===== src/rtl/sdx_pkg.sv =====
package sdx_pkg;
  localparam int A_DATA  = 0;
  localparam int A_STS   = 1;
  localparam int A_CFG   = 2;
  localparam int A_DBG   = 3;
  localparam int A_BYTES = 4;
  localparam int A_BLKS  = 5;

  localparam int STS_W      = 11;
  localparam int S_FIFO_ERR = 3;
  localparam int S_CRC      = 5;
  localparam int S_TOUT     = 7;
  localparam int S_SDIO     = 8;
  localparam int S_BLK      = 9;
  localparam int S_BUSY     = 10;
  localparam logic [STS_W-1:0] STS_KEEP = STS_W'((1 << S_FIFO_ERR) | (1 << S_CRC) |
    (1 << S_TOUT) | (1 << S_SDIO) | (1 << S_BLK) | (1 << S_BUSY));

  localparam int C_DATA_EN = 4;
  localparam int C_SDIO_EN = 5;
  localparam int C_BLK_EN  = 8;
  localparam int C_BUSY_EN = 10;

  localparam int D_FILL_LSB = 4;
  localparam int D_WTH_LSB  = 9;
  localparam int D_RTH_LSB  = 14;
endpackage


===== src/rtl/sdx_fifo_mem.sv =====
module sdx_fifo_mem #(
  parameter int DW    = 32,
  parameter int DEPTH = 16,
  localparam int PW   = $clog2(DEPTH),
  localparam int CW   = $clog2(DEPTH + 1)
) (
  input  logic          clk_i,
  input  logic          rst_ni,
  input  logic          push_i,
  input  logic [DW-1:0] push_data_i,
  input  logic          pop_i,
  output logic [DW-1:0] head_o,
  output logic [CW-1:0] fill_o,
  output logic          full_o,
  output logic          empty_o
);
  logic [DW-1:0] mem_q [DEPTH];
  logic [PW-1:0] rd_ptr_q, wr_ptr_q;
  logic [CW-1:0] fill_q;

  function automatic logic [PW-1:0] ptr_inc(input logic [PW-1:0] p);
    return (p == PW'(DEPTH - 1)) ? '0 : p + 1'b1;
  endfunction

  assign full_o  = (fill_q == CW'(DEPTH));
  assign empty_o = (fill_q == '0);
  assign fill_o  = fill_q;
  assign head_o  = mem_q[rd_ptr_q];

  always_ff @(posedge clk_i) begin
    if (push_i) mem_q[wr_ptr_q] <= push_data_i;
  end

  always_ff @(posedge clk_i or negedge rst_ni) begin
    if (!rst_ni) begin
      rd_ptr_q <= '0;
      wr_ptr_q <= '0;
      fill_q   <= '0;
    end else begin
      if (push_i) wr_ptr_q <= ptr_inc(wr_ptr_q);
      if (pop_i)  rd_ptr_q <= ptr_inc(rd_ptr_q);
      if (push_i && !pop_i)      fill_q <= fill_q + 1'b1;
      else if (pop_i && !push_i) fill_q <= fill_q - 1'b1;
    end
  end
endmodule


===== src/rtl/sdx_sts.sv =====
module sdx_sts #(
  parameter int SW = 11,
  parameter logic [SW-1:0] KEEP = '1
) (
  input  logic          clk_i,
  input  logic          rst_ni,
  input  logic [SW-1:0] set_i,
  input  logic [SW-1:0] clr_i,
  output logic [SW-1:0] sts_o
);
  logic [SW-1:0] sts_q;

  // set wins over a same-cycle clear
  always_ff @(posedge clk_i or negedge rst_ni) begin
    if (!rst_ni) sts_q <= '0;
    else         sts_q <= ((sts_q & ~clr_i) | set_i) & KEEP;
  end

  assign sts_o = sts_q;
endmodule


===== src/rtl/sdx_blk_ctr.sv =====
module sdx_blk_ctr #(
  parameter int BW = 10,
  parameter int NW = 9,
  localparam int WW = BW - 2
) (
  input  logic          clk_i,
  input  logic          rst_ni,
  input  logic          bytes_we_i,
  input  logic [BW-1:0] bytes_i,
  input  logic          blks_we_i,
  input  logic [NW-1:0] blks_i,
  input  logic          word_i,
  output logic [BW-1:0] bytes_o,
  output logic [NW-1:0] blks_o,
  output logic          done_o
);
  logic [BW-1:0] bytes_q;
  logic [NW-1:0] blks_q;
  logic [WW-1:0] word_q;
  logic [WW-1:0] words;
  logic          live, last;

  assign words  = bytes_q[BW-1:2];
  assign live   = (blks_q != '0) && (words != '0);
  assign last   = (word_q + 1'b1) == words;
  assign done_o = word_i && live && last;

  always_ff @(posedge clk_i or negedge rst_ni) begin
    if (!rst_ni) begin
      bytes_q <= '0;
      blks_q  <= '0;
      word_q  <= '0;
    end else if (bytes_we_i) begin
      bytes_q <= bytes_i;
      word_q  <= '0;
    end else if (blks_we_i) begin
      blks_q  <= blks_i;
      word_q  <= '0;
    end else if (word_i && live) begin
      word_q <= last ? '0 : word_q + 1'b1;
      if (last) blks_q <= blks_q - 1'b1;
    end
  end

  assign bytes_o = bytes_q;
  assign blks_o  = blks_q;
endmodule


===== src/rtl/sdx_fifo_core.sv =====
module sdx_fifo_core
  import sdx_pkg::*;
#(
  parameter int DW     = 32,
  parameter int DEPTH  = 16,
  parameter int AW     = 3,
  parameter int TW     = 5,
  parameter int TH_RST = 4,
  parameter int BW     = 10,
  parameter int NW     = 9,
  localparam int CW    = $clog2(DEPTH + 1)
) (
  input  logic          clk_i,
  input  logic          rst_ni,
  input  logic          reg_wr_i,
  input  logic          reg_rd_i,
  input  logic [AW-1:0] reg_addr_i,
  input  logic [DW-1:0] reg_wdata_i,
  output logic [DW-1:0] reg_rdata_o,
  input  logic          xfer_rd_i,
  input  logic          line_push_i,
  input  logic [DW-1:0] line_wdata_i,
  input  logic          line_pop_i,
  output logic [DW-1:0] line_rdata_o,
  input  logic          crc16_err_i,
  input  logic          rw_tout_i,
  input  logic          sdio_evt_i,
  input  logic          busy_evt_i,
  output logic          irq_o
);
  logic          wr_data, rd_data, wr_sts, wr_cfg, wr_dbg, wr_bytes, wr_blks;
  logic          push_req, pop_req, push_ok, pop_ok, fifo_err;
  logic [DW-1:0] push_data, head;
  logic [CW-1:0] fill;
  logic          full, empty, data_flag, blk_done, line_word;
  logic [TW-1:0] wr_th_q, rd_th_q;
  logic          en_data_q, en_sdio_q, en_blk_q, en_busy_q;
  logic [STS_W-1:0] sts_set, sts_clr, sts_q, sts_rd;
  logic [BW-1:0] bytes;
  logic [NW-1:0] blks;

  assign wr_data  = reg_wr_i && (reg_addr_i == AW'(A_DATA));
  assign rd_data  = reg_rd_i && (reg_addr_i == AW'(A_DATA));
  assign wr_sts   = reg_wr_i && (reg_addr_i == AW'(A_STS));
  assign wr_cfg   = reg_wr_i && (reg_addr_i == AW'(A_CFG));
  assign wr_dbg   = reg_wr_i && (reg_addr_i == AW'(A_DBG));
  assign wr_bytes = reg_wr_i && (reg_addr_i == AW'(A_BYTES));
  assign wr_blks  = reg_wr_i && (reg_addr_i == AW'(A_BLKS));

  // direction picks which side fills and which side drains
  assign push_req  = xfer_rd_i ? line_push_i  : wr_data;
  assign pop_req   = xfer_rd_i ? rd_data      : line_pop_i;
  assign push_data = xfer_rd_i ? line_wdata_i : reg_wdata_i;
  assign push_ok   = push_req && !full;
  assign pop_ok    = pop_req && !empty;
  assign fifo_err  = (push_req && full) || (pop_req && empty);
  assign line_word = xfer_rd_i ? push_ok : pop_ok;

  sdx_fifo_mem #(.DW(DW), .DEPTH(DEPTH)) u_mem (
    .clk_i, .rst_ni,
    .push_i(push_ok), .push_data_i(push_data), .pop_i(pop_ok),
    .head_o(head), .fill_o(fill), .full_o(full), .empty_o(empty)
  );

  assign line_rdata_o = head;

  assign data_flag = xfer_rd_i ? (32'(fill) >= 32'(rd_th_q))
                               : ((32'(DEPTH) - 32'(fill)) >= 32'(wr_th_q));

  sdx_blk_ctr #(.BW(BW), .NW(NW)) u_blk (
    .clk_i, .rst_ni,
    .bytes_we_i(wr_bytes), .bytes_i(reg_wdata_i[BW-1:0]),
    .blks_we_i(wr_blks), .blks_i(reg_wdata_i[NW-1:0]),
    .word_i(line_word), .bytes_o(bytes), .blks_o(blks), .done_o(blk_done)
  );

  always_comb begin
    sts_set             = '0;
    sts_set[S_FIFO_ERR] = fifo_err;
    sts_set[S_CRC]      = crc16_err_i;
    sts_set[S_TOUT]     = rw_tout_i;
    sts_set[S_SDIO]     = sdio_evt_i;
    sts_set[S_BLK]      = blk_done;
    sts_set[S_BUSY]     = busy_evt_i;
  end

  assign sts_clr = wr_sts ? reg_wdata_i[STS_W-1:0] : '0;

  sdx_sts #(.SW(STS_W), .KEEP(STS_KEEP)) u_sts (
    .clk_i, .rst_ni, .set_i(sts_set), .clr_i(sts_clr), .sts_o(sts_q)
  );

  assign sts_rd = sts_q | {{(STS_W-1){1'b0}}, data_flag};

  always_ff @(posedge clk_i or negedge rst_ni) begin
    if (!rst_ni) begin
      en_data_q <= 1'b0;
      en_sdio_q <= 1'b0;
      en_blk_q  <= 1'b0;
      en_busy_q <= 1'b0;
      wr_th_q   <= TW'(TH_RST);
      rd_th_q   <= TW'(TH_RST);
    end else begin
      if (wr_cfg) begin
        en_data_q <= reg_wdata_i[C_DATA_EN];
        en_sdio_q <= reg_wdata_i[C_SDIO_EN];
        en_blk_q  <= reg_wdata_i[C_BLK_EN];
        en_busy_q <= reg_wdata_i[C_BUSY_EN];
      end
      if (wr_dbg) begin
        wr_th_q <= reg_wdata_i[D_WTH_LSB +: TW];
        rd_th_q <= reg_wdata_i[D_RTH_LSB +: TW];
      end
    end
  end

  assign irq_o = (data_flag && en_data_q) || (sts_q[S_SDIO] && en_sdio_q) ||
                 (sts_q[S_BLK] && en_blk_q) || (sts_q[S_BUSY] && en_busy_q);

  always_comb begin
    reg_rdata_o = '0;
    case (reg_addr_i)
      AW'(A_DATA):  reg_rdata_o = empty ? '0 : head;
      AW'(A_STS):   reg_rdata_o[STS_W-1:0] = sts_rd;
      AW'(A_CFG): begin
        reg_rdata_o[C_DATA_EN] = en_data_q;
        reg_rdata_o[C_SDIO_EN] = en_sdio_q;
        reg_rdata_o[C_BLK_EN]  = en_blk_q;
        reg_rdata_o[C_BUSY_EN] = en_busy_q;
      end
      AW'(A_DBG): begin
        reg_rdata_o[D_FILL_LSB +: CW] = fill;
        reg_rdata_o[D_WTH_LSB +: TW]  = wr_th_q;
        reg_rdata_o[D_RTH_LSB +: TW]  = rd_th_q;
      end
      AW'(A_BYTES): reg_rdata_o[BW-1:0] = bytes;
      AW'(A_BLKS):  reg_rdata_o[NW-1:0] = blks;
      default: ;
    endcase
  end
endmodule


===== config.mk =====
export PLATFORM = sky130hd
export DESIGN_NAME = sdx_fifo_core
export DESIGN_NICKNAME = d
export VERILOG_FILES = /design/src/rtl/sdx_pkg.sv /design/src/rtl/sdx_fifo_mem.sv /design/src/rtl/sdx_sts.sv /design/src/rtl/sdx_blk_ctr.sv /design/src/rtl/sdx_fifo_core.sv
export SDC_FILE = /design/constraint.sdc
export NUM_CORES = 1
export LEC_CHECK = 0
export BUFFER_PORTS_ARGS = -buffer_cell sky130_fd_sc_hd__buf_2
export CORE_ASPECT_RATIO = 1.1
export CORE_UTILIZATION = 25
export DETAILED_ROUTE_END_ITERATION = 16
export GPL_ROUTABILITY_DRIVEN = 0
export PLACE_DENSITY = 0.43
export SLEW_MARGIN = 20
export SYNTH_ARGS = -nofsm -noshare
export SYNTH_HDL_FRONTEND = slang
export SYNTH_HIERARCHICAL = 1
export SYNTH_SLANG_ARGS = --single-unit

===== constraint.sdc =====
create_clock -name clk_i -period 4.8 [get_ports clk_i]
set_input_delay 0.72 -clock clk_i [delete_from_list [all_inputs] [get_ports clk_i]]
set_output_delay 0.72 -clock clk_i [all_outputs]
set_load 0.01 [all_outputs]

# ---- Yosys cells after proc, flatten, opt, wreduce, memory -nomap -nowiden
# Memories as Yosys holds them, arrays and structs flattened.
# Index checks and enable logic that the tools add are counted.
dict set report classes {
  shift 0
  eq_ne 9
  n_lt_le_gt_ge 2
  n_reduce_logical 37
  multipliers 0
  muxes 28
  n_addsub 7
  bitwise_logic 5
  div_mod_pow 0
}
# op count
set ops {}
lappend ops {{$mux 32} 2}
lappend ops {{$ge 32x5->1} 1}
lappend ops {{$mux 8} 4}
lappend ops {{$mux 9} 3}
lappend ops {{$logic_and 1x1->1} 20}
lappend ops {{$pmux 4 s4} 1}
lappend ops {{$pmux 8 s2} 1}
lappend ops {{$mux 13} 1}
lappend ops {{$pmux 2 s6} 1}
lappend ops {{$and 11x11->11} 1}
lappend ops {{$mux 11} 1}
lappend ops {{$not 11->11} 1}
lappend ops {{$or 11x1->11} 1}
lappend ops {{$or 11x11->11} 1}
lappend ops {{$mux 5} 2}
lappend ops {{$pmux 2 s5} 1}
lappend ops {{$reduce_bool 9->1} 1}
lappend ops {{$sub 9x1->9 const B} 1}
lappend ops {{$add 4x1->4 const B} 2}
lappend ops {{$add 8x1->8 const B} 1}
lappend ops {{$eq 4x4->1 const B} 2}
lappend ops {{$eq 8x8->1} 1}
lappend ops {{$mux 4} 2}
lappend ops {{$pmux 1 s4} 2}
lappend ops {{other kinds (19)} 34}
dict set report word_totals {
  mem_bits_rw 512
  inputBits 78
  rom_bits 0
  ff_bits 60
  n_memories 1
  latch_bits 0
  out_inout_bits 65
  word_cells 102
}
# name depth width read_ports rd_clocked_by_memory_dff write_ports line
set memory_table {}
lappend memory_table {u_mem.mem_q 16 32 1 0 1 sdx_fifo_mem.sv:17} ;# logic [DW-1:0] mem_q [DEPTH];

# ---- Depth between registers and ports, before layout
# Gate-level depths: netlist of the first run.
dict set report logic_depth {
  ltp_word 9
  depth_mapped 13
  mapped_depth_nobuf 12
}

# ---- By module
# The synthesis of the first run kept the hierarchy.
# mod area_each_um2 cells_per_inst instances seq_area_each_um2
set by_module_without_submodules {}
lappend by_module_without_submodules {sdx_fifo_mem 20457.1 954 1 15700.1}
lappend by_module_without_submodules {sdx_fifo_core 2075.7 229 1 352.8}
lappend by_module_without_submodules {sdx_blk_ctr 1717.9 180 1 675.6}
lappend by_module_without_submodules {sdx_sts 259.0 24 1 150.1}

# ---- Worst setup path before layout of the first run
# OpenSTA, ideal clock, no wires.
dict set report synth_path {
  path_kind {in2reg}
  from {input reg_addr_i[2]}
  to {memory u_mem.mem_q[2][0] (enable)}
  slack_ns 0.310
  path_stages 7
  t_required_ns 4.339
  setup_ns 0.461
  arrival_time_ns 4.029
  path_buffers 2
  path_cell_list {buf_4 nor4_1 a21oi_1 nor2_1 clkbuf_1 nand2_1 nor3_1}
}
dict set report synth_between {
  elab_chain_len 6
}
# element line
set synth_rtl {}
lappend synth_rtl {{start, declared} sdx_fifo_core.sv:17} ;# input logic [AW-1:0] reg_addr_i,
lappend synth_rtl {{$logic_not 3->1} sdx_fifo_core.sv:42} ;# assign wr_data = reg_wr_i && (reg_addr_i == AW'(A_DATA));
lappend synth_rtl {{$logic_and 1x1->1} sdx_fifo_core.sv:42}
lappend synth_rtl {{$mux 1} sdx_fifo_core.sv:51} ;# assign push_req = xfer_rd_i ? line_push_i : wr_data;
lappend synth_rtl {{$logic_and 1x1->1} sdx_fifo_core.sv:54} ;# assign push_ok = push_req && !full;
lappend synth_rtl {{named net push_ok} sdx_fifo_core.sv:32} ;# logic push_req, pop_req, push_ok, pop_ok, fifo_err;
lappend synth_rtl {{$mux 1} sdx_fifo_mem.sv:31} ;# if (push_i) mem_q[wr_ptr_q] <= push_data_i;
lappend synth_rtl {{$mux 1 (not written as such)} sdx_fifo_mem.sv:31}
lappend synth_rtl {{end, declared} sdx_fifo_mem.sv:17}
# The timed path passes the listed nets, and every way through them passes these cells.

# ---- Worst setup path after layout of the first run
dict set report layout_path {
  from {register u_mem.rd_ptr_q[1]}
  to {output reg_rdata_o[3]}
}
dict set report layout_between {
  elab_chain_len 3
}
# element line
set layout_rtl {}
lappend layout_rtl {{start, declared} sdx_fifo_mem.sv:18} ;# logic [PW-1:0] rd_ptr_q, wr_ptr_q;
lappend layout_rtl {{start signal, assigned} sdx_fifo_mem.sv:41} ;# if (pop_i) rd_ptr_q <= ptr_inc(rd_ptr_q);
lappend layout_rtl {{$mem_v2 16x32} --}
lappend layout_rtl {{$mux 32} sdx_fifo_core.sv:123} ;# AW'(A_DATA): reg_rdata_o = empty ? '0 : head;
lappend layout_rtl {{$pmux 4 s4} sdx_fifo_core.sv:122} ;# case (reg_addr_i)
lappend layout_rtl {{end, declared} sdx_fifo_core.sv:19} ;# output logic [DW-1:0] reg_rdata_o,
# No other way between the ends.

==> Flow_metrics.wiki, run 1 <==
{| class="wikitable"
! Metric !! Value
|-
| Max Fclk || 245.3 MHz
|-
| Latest clock arrival within the worst-skew pair || 0.62 ns
|-
| Vias per cell || 4.592
|-
| Remaining max-slew budget at the tightest pin || 37.30%
|-
| Post-CTS setup repair buffer count || 0
|-
| Worst hold path class || input pin to async pin
|-
| Pwr per Cell Area || 542.0 mW/mm²
|-
| Reg-to-Reg Start || u_mem/fill_o[1]
|-
| Crit path launch type || flip-flop
|-
| Summed negative setup slack over all endpoints || 0 ns
|-
| Htree depth || 3
|-
| CTS clk-pin slew, worst paths || 0.06 ns
|-
| Capturing element type of the critical path || output port
|-
| DRT Pass-1 Iters || 4
|-
| Slew of the pin with the lowest slew margin || 0.9405 ns
|-
| Total congestion overflow after global routing || 0
|-
| Iteration-0 DRC Markers || 684
|-
| Average cell area after synthesis || 17.72 µm²
|-
| Critical path origin || u_mem/rd_ptr_q[1]
|-
| Critical path's largest stage delay || 0.79 ns
|-
| Final Hold Fails || 0
|-
| CTS Buf Count || 67
|-
| Starting density of the core || 25.19%
|-
| Pin count of the biggest net entering global routing || 61
|-
| Cells after DPL || 2769
|-
| Leakage power summed over all cells || 9.960 nW
|-
| Chain of cells forming the critical path || buf_4 > mux2i_1 > a22oi_1 > mux2i_1 > o21ai_1 > nand2_1 > o21ai_0 > buf_2
|-
| FF/Latch Area || 0.01689 mm²
|-
| Number of hold buffers added after cts || 0
|-
| Total number of placement rows || 120
|-
| Crit-path max FO || 33
|-
| Std-Cell Core Area || 0.09714 mm²
|-
| Avg WL per Cell || 23.55 µm
|-
| Peak supply drop || 0.2688 mV
|-
| CTS Root Cell || sky130_fd_sc_hd__clkbuf_16
|-
| Sum of net half-perimeters after detailed placement || 41.75 mm
|-
| DRT Wirelength || 68.10 mm
|-
| Num ports || 143
|-
| # port buffers || 142
|-
| Number of endpoints failing setup at the final stage || 0
|-
| Period Utilization, post-route || 84.94%
|-
| Most Frequent Cell on Critical Path || sky130_fd_sc_hd__mux2i_1
|-
| Total global routing track utilization || 13.80%
|-
| First-pass GRT wire length || 98.21 mm
|-
| Non-Filler Instances || 2892
|-
| Required time reported for the critical path endpoint || 4.08 ns
|-
| Post-route DRC violation count || 0
|-
| Area taken by multi-input logic gates || 0.007128 mm²
|-
| Resized cells post-CTS || 0
|-
| Arrival time of the worst setup path || 3.36 ns
|-
| RSZ-0062 raised after global routing || no
|-
| Number of vias in the routed layout || 13280
|-
| Fraction of final layout cells sized beyond drive strength 1 || 29.30%
|-
| Post-route clock skew || 0.02571 ns
|-
| CTS max path bufs || 3
|-
| Cell Area, Synth || 0.02447 mm²
|-
| Height of the chip || 330.2 µm
|-
| Number of max-slew violations in the final report || 0
|-
| NumNets Final || 1658
|-
| TritonCTS clock tree || done
|-
| Critical-path top delay cell || sky130_fd_sc_hd__dfrtp_4
|-
| CP Class || flip-flop to output port
|-
| Fill cell count || 9538
|-
| Hold_ws || 0.2272 ns
|-
| Count of antenna-violating nets left after detailed routing || 0
|-
| Maximum Capacitance Violations || 0
|-
| Die Outline Area || 0.09916 mm²
|-
| Die X-Extent || 300.3 µm
|-
| Pwr Total || 0.01580 W
|-
| Run status || finished clean
|-
| Clock period minus final worst setup slack || 4.077 ns
|-
| Clock tree sinks || 572
|-
| Instance count of the mapped netlist || 1381
|-
| Post-synthesis to final-layout area growth || 19.12%
|-
| Number of synthesis warnings || 6
|-
| Number of diodes || 0
|-
| Initial antenna violation count || 1
|-
| Via count of the first global-routing pass || 13760
|}
worst max-delay path, delay by kind of cell (launching register included):
family	cells	cell delay [ns]
AO/OA/AOI/OAI	3	0.93
multiplexers	2	0.24
flip-flops	1	0.79
AND/OR/NAND/NOR	1	0.12
buffers and inverters	2	0.62
cells in the final DEF (no fill, tap or decap), types with 29 or more instances in the layout:
| cell type | n |
|---|---|
| sky130_fd_sc_hd__a22oi_1 | 46 |
| sky130_fd_sc_hd__a32oi_1 | 32 |
| sky130_fd_sc_hd__buf_2 | 141 |
| sky130_fd_sc_hd__buf_4 | 37 |
| sky130_fd_sc_hd__clkbuf_16 | 70 |
| sky130_fd_sc_hd__dfrtp_1 | 55 |
| sky130_fd_sc_hd__edfxtp_1 | 512 |
| sky130_fd_sc_hd__inv_1 | 29 |
| sky130_fd_sc_hd__mux2_2 | 58 |
| sky130_fd_sc_hd__mux2i_1 | 107 |
| sky130_fd_sc_hd__mux4_2 | 71 |
| sky130_fd_sc_hd__nand2_1 | 42 |
| sky130_fd_sc_hd__o21ai_0 | 29 |
| sky130_fd_sc_hd__o21ai_1 | 33 |
state kept, by name, summed over array words and instances (netlist names), 5 cells and up:
| name | cells |
|---|---|
| rd_th_q | 5 |
| u_blk/bytes_o | 10 |
| wr_th_q | 5 |
| u_sts/sts_o | 6 |
| u_blk/blks_o | 9 |
| u_mem/fill_o | 5 |
| u_blk/word_q | 8 |
| u_mem/mem_q | 512 |
report_power, final:
part	leakage [nW]	switching, W	internal (W)
Combinational	3.55	0.00262	0.00183
Clock	1.08	0.00202	0.00307
Sequential	5.33	0.000416	0.00585
Total	9.96	0.00506	0.0107
stage by stage:
| stage | setup slack, ns | util [%] | cell area, µm² |
|---|---|---|---|
| detailed placement | 1.175 | 27.73 | 26940 |
| global route | 0.4416 | 30.01 | 29160 |
| global placement | 1.178 | 27.73 | 26940 |
| floorplan | 0.3100 | - | 24490 |
| CTS | 0.5123 | 30.01 | 29160 |
| finish | 0.7228 | 30.01 | 29160 |
routing by layer:
metal / up-vias / share of wire (%) / track usage, %
met3: 88 / 4.1 / 2.243
met5: - / 0 / 0
met1: 6940 / 45 / 18.25
met2: 313 / 49 / 23.13
met4: 0 / 2.0 / 4.204
li1: 5940 / - / -
path summary, 6_finish.rpt:
check | endpoint | slack, ns | depth (start not counted)
worst max-delay path | reg_rdata_o[3] | 0.72 | 8
worst min-delay path | u_blk/word_q[7] | 0.23 | 1
worst max register to register | u_mem/fill_o[4] | 1.63 | 11
worst min register to register | u_sts/sts_o[3] | 0.49 | 1
max in group asynchronous | u_mem/rd_ptr_q[1] | 3.83 | 1
min in group clk_i | u_sts/sts_o[7] | 0.28 | 2
layout make-up:
cell class	count	area share, %
flip-flops and latches	572	57.93
multi-input cells	697	24.45
clock buffers	95	6.570
well taps	1281	5.497
repair buffers	189	4.128
clock inverters	28	1.039
inverters	30	0.3862
(Power assumes the default switching activity.)
==> run 2, diff against run 1 <==
--- a/config.mk
+++ b/config.mk
@@ -5,12 +5,13 @@
 export SDC_FILE = /design/constraint.sdc
 export NUM_CORES = 1
 export LEC_CHECK = 0
+export ABC_AREA = 1
 export BUFFER_PORTS_ARGS = -buffer_cell sky130_fd_sc_hd__buf_2
 export CORE_ASPECT_RATIO = 1.1
 export CORE_UTILIZATION = 25
 export DETAILED_ROUTE_END_ITERATION = 16
 export GPL_ROUTABILITY_DRIVEN = 0
-export PLACE_DENSITY = 0.43
+export PLACE_DENSITY = 0.45
 export SLEW_MARGIN = 20
 export SYNTH_ARGS = -nofsm -noshare
 export SYNTH_HDL_FRONTEND = slang
==> constraint.sdc (replaced) <==
create_clock -name clk_i -period 3.5 [get_ports clk_i]
set_input_delay 0.525 -clock clk_i [delete_from_list [all_inputs] [get_ports clk_i]]
set_output_delay 0.525 -clock clk_i [all_outputs]
set_load 0.01 [all_outputs]
==> run 2 against run 1 <==
Effect of this change: clock-buffer cell count did not move; synthesized cell count is 110% higher; clock power rose by 29%; combinational power increased by 95%; non-clock buffer count up 47; via count grew 45%; register-to-register slack got worse by 0.85 ns; cell count is 58% higher; clock skew about the same; setup slack got worse by 0.56 ns; synthesized area increased by 11%; critical path depth increased by 3; critical path type unchanged; critical endpoint unchanged.
==> Flow_metrics.wiki, run 2 <==
{| class="wikitable"
! Metric !! Value
|-
| Run status || finished clean
|-
| CP Class || flip-flop to output port
|-
| Final Hold Fails || 0 (unchanged)
|-
| Latest clock arrival within the worst-skew pair || 0.60 ns (-0.02 ns)
|-
| Starting density of the core || 25.30% (+0.11 points)
|-
| Iteration-0 DRC Markers || 1154 (+69%)
|-
| Crit-path max FO || 41 (+24%)
|-
| Total global routing track utilization || 14.42% (+0.62 points)
|-
| Post-route clock skew || 0.02541 ns (-0.0003070 ns)
|-
| Register-to-register setup slack || 0.78 ns (-0.85 ns)
|-
| Count of antenna-violating nets left after detailed routing || 0 (unchanged)
|-
| Count of buffering cells on the critical path with inverters included || 4 (+2)
|-
| Number of endpoints failing setup at the final stage || 0 (unchanged)
|-
| Avg WL per Cell || 17.53 µm (-26%)
|-
| Pin count of the biggest net entering global routing || 93 (+52%)
|-
| Maximum Capacitance Violations || 0 (unchanged)
|-
| Leakage power summed over all cells || 14.41 nW (+45%)
|-
| Post-Place Setup Slack || 0.5516 ns (-0.6237 ns)
|-
| Period Utilization, post-route || 95.45%
|-
| Via count of the first global-routing pass || 18600 (+35%)
|-
| NumNets Final || 3213 (+94%)
|-
| Summed negative setup slack over all endpoints || 0 ns (unchanged)
|-
| Number of max-slew violations in the final report || 0 (unchanged)
|-
| Top library cells by usage in the layout, fill and taps aside || sky130_fd_sc_hd__nand2_1, sky130_fd_sc_hd__inv_1, sky130_fd_sc_hd__edfxtp_1, sky130_fd_sc_hd__nand3_1, sky130_fd_sc_hd__buf_2
|-
| DRT Pass-1 Iters || 4 (unchanged)
|-
| Most Frequent Cell on Critical Path || sky130_fd_sc_hd__nand2_1
|-
| Fraction of final layout cells sized beyond drive strength 1 || 12.27% (-17 points)
|-
| Biggest register || u_mem/mem_q
|-
| Height of the chip || 348.0 µm (+5.4%)
|-
| Std-Cell Core Area || 0.1075 mm² (+11%)
|-
| CTS Buf Count || 67 (unchanged)
|-
| Post-CTS setup repair buffer count || 0 (unchanged)
|-
| Clock period minus final worst setup slack || 3.341 ns
|-
| Pwr per Cell Area || 737.9 mW/mm² (+36%)
|-
| First-pass GRT wire length || 118.9 mm (+21%)
|-
| CTS clk-pin slew, worst paths || 0.06 ns (about the same)
|-
| Remaining max-slew budget at the tightest pin || 45.17% (+7.9 points)
|-
| Non-Filler Instances || 4571 (+58%)
|-
| Critical-path top delay cell || sky130_fd_sc_hd__dfrtp_4
|-
| Instance count of the mapped netlist || 2929 (+110%)
|-
| Slew of the pin with the lowest slew margin || 0.8225 ns (-0.1180 ns)
|-
| Sum of net half-perimeters after detailed placement || 48.88 mm (+17%)
|-
| CTS Root Cell || sky130_fd_sc_hd__clkbuf_16
|-
| Htree depth || 3 (unchanged)
|-
| # port buffers || 142 (unchanged)
|-
| Post-route DRC violation count || 0 (unchanged)
|-
| Critical path's largest stage delay || 0.64 ns (-0.15 ns)
|-
| Most common cell after layout, fill and taps aside || sky130_fd_sc_hd__nand2_1
|-
| Crit path launch type || flip-flop
|-
| Total number of placement rows || 126 (+5.0%)
|-
| Number of vias in the routed layout || 19280 (+45%)
|-
| TritonCTS clock tree || done
|-
| Num ports || 143 (unchanged)
|-
| Design Area, Final || 0.03203 mm² (+9.9%)
|-
| Max Fclk || 299.3 MHz
|-
| DRT Wirelength || 80.11 mm (+18%)
|-
| Cell Area, Synth || 0.02720 mm² (+11%)
|-
| Pwr Total || 0.02363 W (+50%)
|-
| RSZ-0062 raised after global routing || no
|-
| CTS max path bufs || 3 (unchanged)
|-
| Die X-Extent || 316.5 µm (+5.4%)
|-
| Peak supply drop || 0.4339 mV (+61%)
|-
| Die Outline Area || 0.1101 mm² (+11%)
|-
| Post-synthesis to final-layout area growth || 17.75%
|-
| Worst hold path class || input pin to async pin
|-
| Largest register FFs || 512 (unchanged)
|-
| Total congestion overflow after global routing || 0 (unchanged)
|-
| Instance area after placement || 0.02998 mm² (+11%)
|-
| Required time reported for the critical path endpoint || 2.97 ns (-1.11 ns)
|-
| Vias per cell || 4.219 (-8.1%)
|-
| Number of synthesis warnings || 6 (unchanged)
|-
| Slack of the critical path || 0.1593 ns (-0.5636 ns)
|-
| Average cell area after synthesis || 9.287 µm² (-48%)
|-
| Arrival time of the worst setup path || 2.82 ns (-0.54 ns)
|-
| Cell class contributing the biggest share of worst-path delay || simple AND/OR/NAND/NOR gates
|-
| Clock tree sinks || 572 (unchanged)
|-
| Initial antenna violation count || 1 (unchanged)
|-
| Chain of cells forming the critical path || inv_4 > buf_12 > nand3_1 > nand2_1 > nand2_1 > nand2_1 > inv_1 > nand2_1 > nand2_1 > nand4_1 > buf_2
|-
| Capturing element type of the critical path || output port
|-
| Cells after DPL || 4450 (+61%)
|}
[run 2: per-layer routing]
layer,vias to the layer above,global-route usage (%),routed length [µm]
li1,9598,-,-
met1,9214,19.59,37430
met2,378,23.91,38030
met3,94,2.484,3277
met4,0,2.963,1363
met5,-,0,0
[run 2: metrics by stage]
stage / hold WS (ns) / util, %
4_1_cts: 0.01037 / 29.74
2_1_floorplan: 0.2294 / -
3_3_place_gp: 0.4592 / 27.88
6_report: 0.02141 / 29.79
3_5_place_dp: 0.4648 / 27.88
5_1_grt: 0.05438 / 29.79
[run 2: final cells by class]
| type | instances | area, µm² |
|---|---|---|
| Tap cell | 1408 | 1762 |
| Antenna cell | 1 | 2.502 |
| Clock buffer | 95 | 1834 |
| Inverter | 605 | 2288 |
| Timing Repair Buffer | 236 | 1694 |
| Sequential cell | 572 | 16890 |
| Fill cell | 11390 | 75490 |
| Clock inverter | 24 | 160.2 |
| Multi-Input combinational cell | 1630 | 7401 |
[run 2: repair_timing]
action / in CTS / in global routing
resized for setup: 0 / 7
hold buffers: 0 / 0
endpoints found under the setup margin: 0 / 17
[run 2: worst register-to-register path, stage by stage (launching register included)]
cell and delay (ns):
sky130_fd_sc_hd__dfrtp_1 0.50, sky130_fd_sc_hd__inv_1 0.13, sky130_fd_sc_hd__nand3_1 0.12, sky130_fd_sc_hd__nor2_1 0.06, sky130_fd_sc_hd__or2_1 0.24, sky130_fd_sc_hd__inv_1 0.31, sky130_fd_sc_hd__ha_1 0.25, sky130_fd_sc_hd__inv_1 0.11
sky130_fd_sc_hd__ha_1 0.32, sky130_fd_sc_hd__or2_2 0.32, sky130_fd_sc_hd__nand3_1 0.09, sky130_fd_sc_hd__nand2_1 0.06, sky130_fd_sc_hd__nand2_1 0.06, sky130_fd_sc_hd__nand2_1 0.05
[run 2: final timing paths]
path / to / start / cells past startpoint
max: reg_rdata_o[3] / u_mem/rd_ptr_q[1] / 11
min: u_blk/bytes_o[9] / rst_ni / 1
max reg2reg: u_mem/fill_o[4] / u_mem/fill_o[2] / 13
min reg2reg: wr_th_q[2] / wr_th_q[2] / 2
max in group asynchronous: wr_th_q[2] / rst_ni / 2
min in group clk_i: u_sts/sts_o[7] / rw_tout_i / 3
[run 2: power by group]
| group | total (W) | switching [W] | leakage [nW] | internal [W] |
|---|---|---|---|---|
| clock network | 0.00655 | 0.00276 | 0.961 | 0.00379 |
| registers | 0.00843 | 0.000421 | 5.37 | 0.00801 |
| logic | 0.00866 | 0.00599 | 8.08 | 0.00267 |
| total | 0.0236 | 0.00917 | 14.4 | 0.0145 |
==> run 3, diff against run 2 <==
--- a/config.mk
+++ b/config.mk
@@ -7,7 +7,6 @@
 export LEC_CHECK = 0
 export ABC_AREA = 1
 export BUFFER_PORTS_ARGS = -buffer_cell sky130_fd_sc_hd__buf_2
-export CORE_ASPECT_RATIO = 1.1
 export CORE_UTILIZATION = 25
 export DETAILED_ROUTE_END_ITERATION = 16
 export GPL_ROUTABILITY_DRIVEN = 0
@@ -17,3 +16,4 @@
 export SYNTH_HDL_FRONTEND = slang
 export SYNTH_HIERARCHICAL = 1
 export SYNTH_SLANG_ARGS = --single-unit
+export TNS_END_PERCENT = 50
==> run 3 against run 2 <==
Effect of this change: non-clock buffer count decreased by 5; highest routed layer is now met5; sequential power about the same; setup slack improved by 0.014 ns; via count decreased by 0.19%; core utilization increased by 0.17 points; global-route usage increased by 0.50 points; cell area increased by 0.57%; flip-flop and latch count unchanged.
==> Flow_metrics.wiki, run 3 (same netlist as run 2, synthesis figures left out) <==
{| class="wikitable"
! Metric !! Value
|-
| Non-Filler Instances || 4564 (-0.15%)
|-
| Pwr Total || 0.02416 W (+2.2%)
|-
| Latest clock arrival within the worst-skew pair || 0.61 ns (about the same)
|-
| Run status || finished clean
|-
| Std-Cell Core Area || 0.1075 mm² (about the same)
|-
| Peak supply drop || 0.3981 mV (-8.3%)
|-
| Number of vias in the routed layout || 19250 (-0.19%)
|-
| CTS clk-pin slew, worst paths || 0.06 ns (about the same)
|-
| Pin count of the biggest net entering global routing || 88 (-5.4%)
|-
| Critical register-to-register path endpoint || u_mem/mem_q[10][22]
|-
| Initial antenna violation count || 5 (+4)
|-
| CP Class || flip-flop to output port
|-
| Arrival time of the worst setup path || 2.80 ns (-0.02 ns)
|-
| Critical Path Sink || reg_rdata_o[14]
|-
| Number of endpoints failing setup at the final stage || 0 (unchanged)
|-
| Total global routing track utilization || 14.92% (+0.50 points)
|-
| Final cell utilization of the core || 29.97% (+0.17 points)
|-
| Starting density of the core || 25.30% (about the same)
|-
| CTS Root Cell || sky130_fd_sc_hd__clkbuf_16
|-
| Instance area after placement || 0.02986 mm² (-0.39%)
|-
| Design Area, Final || 0.03221 mm² (+0.57%)
|-
| Crit path launch type || flip-flop
|-
| Iteration-0 DRC Markers || 1356 (+18%)
|-
| Register-to-register setup slack || 0.83 ns (+0.05 ns)
|-
| Post-CTS setup repair buffer count || 0 (unchanged)
|-
| Post-synthesis to final-layout area growth || 18.42%
|-
| Sum of net half-perimeters after detailed placement || 50.69 mm (+3.7%)
|-
| Height of the chip || 331.9 µm (-4.6%)
|-
| Max Fclk || 300.6 MHz (+0.43%)
|-
| Number of max-slew violations in the final report || 0 (unchanged)
|-
| Num ports || 143 (unchanged)
|-
| Top library cells by usage in the layout, fill and taps aside || sky130_fd_sc_hd__nand2_1, sky130_fd_sc_hd__inv_1, sky130_fd_sc_hd__edfxtp_1, sky130_fd_sc_hd__nand3_1, sky130_fd_sc_hd__buf_2
|-
| Remaining max-slew budget at the tightest pin || 38.66% (-6.5 points)
|-
| TritonCTS clock tree || done
|-
| Summed negative setup slack over all endpoints || 0 ns (unchanged)
|-
| Final Hold Fails || 0 (unchanged)
|-
| Worst hold path class || input pin to flip-flop
|-
| Reg-to-Reg Start || u_mem/fill_o[2]
|-
| Die Outline Area || 0.1101 mm² (about the same)
|-
| Fraction of final layout cells sized beyond drive strength 1 || 12.66% (+0.39 points)
|-
| DRT Pass-1 Iters || 5 (+1)
|-
| Maximum Capacitance Violations || 0 (unchanged)
|-
| Pwr per Cell Area || 749.9 mW/mm² (+1.6%)
|-
| Required time reported for the critical path endpoint || 2.97 ns (about the same)
|-
| Avg WL per Cell || 18.19 µm (+3.8%)
|-
| Critical path origin || u_mem/rd_ptr_q[0]
|-
| Total congestion overflow after global routing || 0 (unchanged)
|-
| Leakage power summed over all cells || 14.51 nW (+0.68%)
|-
| CTS Buf Count || 68 (+1.5%)
|-
| CTS max path bufs || 3 (unchanged)
|-
| First-pass GRT wire length || 123.0 mm (+3.4%)
|-
| Htree depth || 3 (unchanged)
|-
| DRT Wirelength || 83.03 mm (+3.6%)
|-
| Cells after DPL || 4438 (-0.27%)
|-
| Period Utilization, post-route || 95.05% (-0.40 points)
|-
| Clock tree sinks || 572 (unchanged)
|-
| Count of antenna-violating nets left after detailed routing || 0 (unchanged)
|-
| Clock period minus final worst setup slack || 3.327 ns (-0.01417 ns)
|-
| Biggest register || u_mem/mem_q
|-
| # port buffers || 142 (unchanged)
|-
| Slew of the pin with the lowest slew margin || 0.9105 ns (+0.08800 ns)
|-
| Most common cell after layout, fill and taps aside || sky130_fd_sc_hd__nand2_1
|-
| Crit-path max FO || 46 (+12%)
|-
| Die X-Extent || 331.9 µm (+4.8%)
|-
| Via count of the first global-routing pass || 18420 (-0.99%)
|-
| R2R cell count || 8 (-5)
|-
| Largest register FFs || 512 (unchanged)
|-
| NumNets Final || 3209 (-0.12%)
|-
| Post-route DRC violation count || 0 (unchanged)
|-
| Post-route clock skew || 0.02330 ns (-0.002111 ns)
|-
| Total number of placement rows || 120 (-4.8%)
|-
| Vias per cell || 4.217 (about the same)
|-
| Capturing element type of the critical path || output port
|}
-- run 3: routing by layer --
| layer | global-route usage (%) | share of wire (%) | up-vias |
|---|---|---|---|
| met3 | 2.219 | 3.9 | 102 |
| met1 | 20.77 | 48 | 9192 |
| met4 | 3.704 | 1.9 | 2 |
| met5 | 0 | 0.016 | - |
| met2 | 24.24 | 47 | 359 |
| li1 | - | - | 9593 |
-- run 3: worst min path at each step --
stage	from	end	slack (ns)	cells after the start
finish	sdio_evt_i	u_sts/sts_o[8]	0.11	3
global route	sdio_evt_i	u_sts/sts_o[8]	0.10	3
CTS	sdio_evt_i	u_sts/sts_o[8]	0.07	3
detailed placement	u_sts/sts_o[5]	u_sts/sts_o[5]	0.46	2
global placement	u_blk/bytes_o[1]	u_blk/bytes_o[1]	0.46	2
floorplan	rst_ni	en_blk_q	0.23	0
-- run 3: worst max-delay path, cell delays in order (launching register included) --
cell	delay, ns
sky130_fd_sc_hd__dfrtp_4	0.53
sky130_fd_sc_hd__clkinv_8	0.24
sky130_fd_sc_hd__buf_16	0.27
sky130_fd_sc_hd__nand2_1	0.07
sky130_fd_sc_hd__nand3_1	0.06
sky130_fd_sc_hd__nand2_1	0.07
sky130_fd_sc_hd__nand2_1	0.04
sky130_fd_sc_hd__nand2_1	0.08
sky130_fd_sc_hd__inv_1	0.04
sky130_fd_sc_hd__nand2_1	0.31
sky130_fd_sc_hd__a22o_1	0.26
sky130_fd_sc_hd__buf_2	0.17
-- run 3: repair_timing --
action | 4_1_cts | 5_1_grt
endpoints found under the setup margin | 3 | 23
gates resized for setup | 1 | 11
endpoints found under the hold margin | 20 | 0
hold buffers | 1 | 0
pin swaps | 0 | 0
gates cloned | 0 | 2
-- run 3: where the power goes --
part | internal, W | leakage, nW | switching (W) | total, W
registers | 0.00801 | 5.37 | 0.000391 | 0.00840
clock network | 0.00432 | 1.09 | 0.00287 | 0.00719
logic | 0.00258 | 8.05 | 0.00598 | 0.00856
total | 0.0149 | 14.5 | 0.00924 | 0.0242
-- run 3: final cells by class --
class                           count  area [µm²]
Antenna cell                        1       2.502
Clock buffer                       85        1797
Clock inverter                     37       442.9
Fill cell                       11290       75290
Inverter                          605        2288
Multi-Input combinational cell   1630        7405
Sequential cell                   572       16890
Tap cell                         1403        1755
Timing Repair Buffer              231        1633
-- run 3: metrics by stage --
| stage | worst slack (ns) | hold slack, ns |
|---|---|---|
| detailed placement | 0.5184 | 0.4642 |
| finish | 0.1734 | 0.1109 |
| global route | -0.007336 | 0.1036 |
| global placement | 0.5473 | 0.4571 |
| CTS | -0.01915 | 0.07390 |
| floorplan | 0.1562 | 0.2294 |
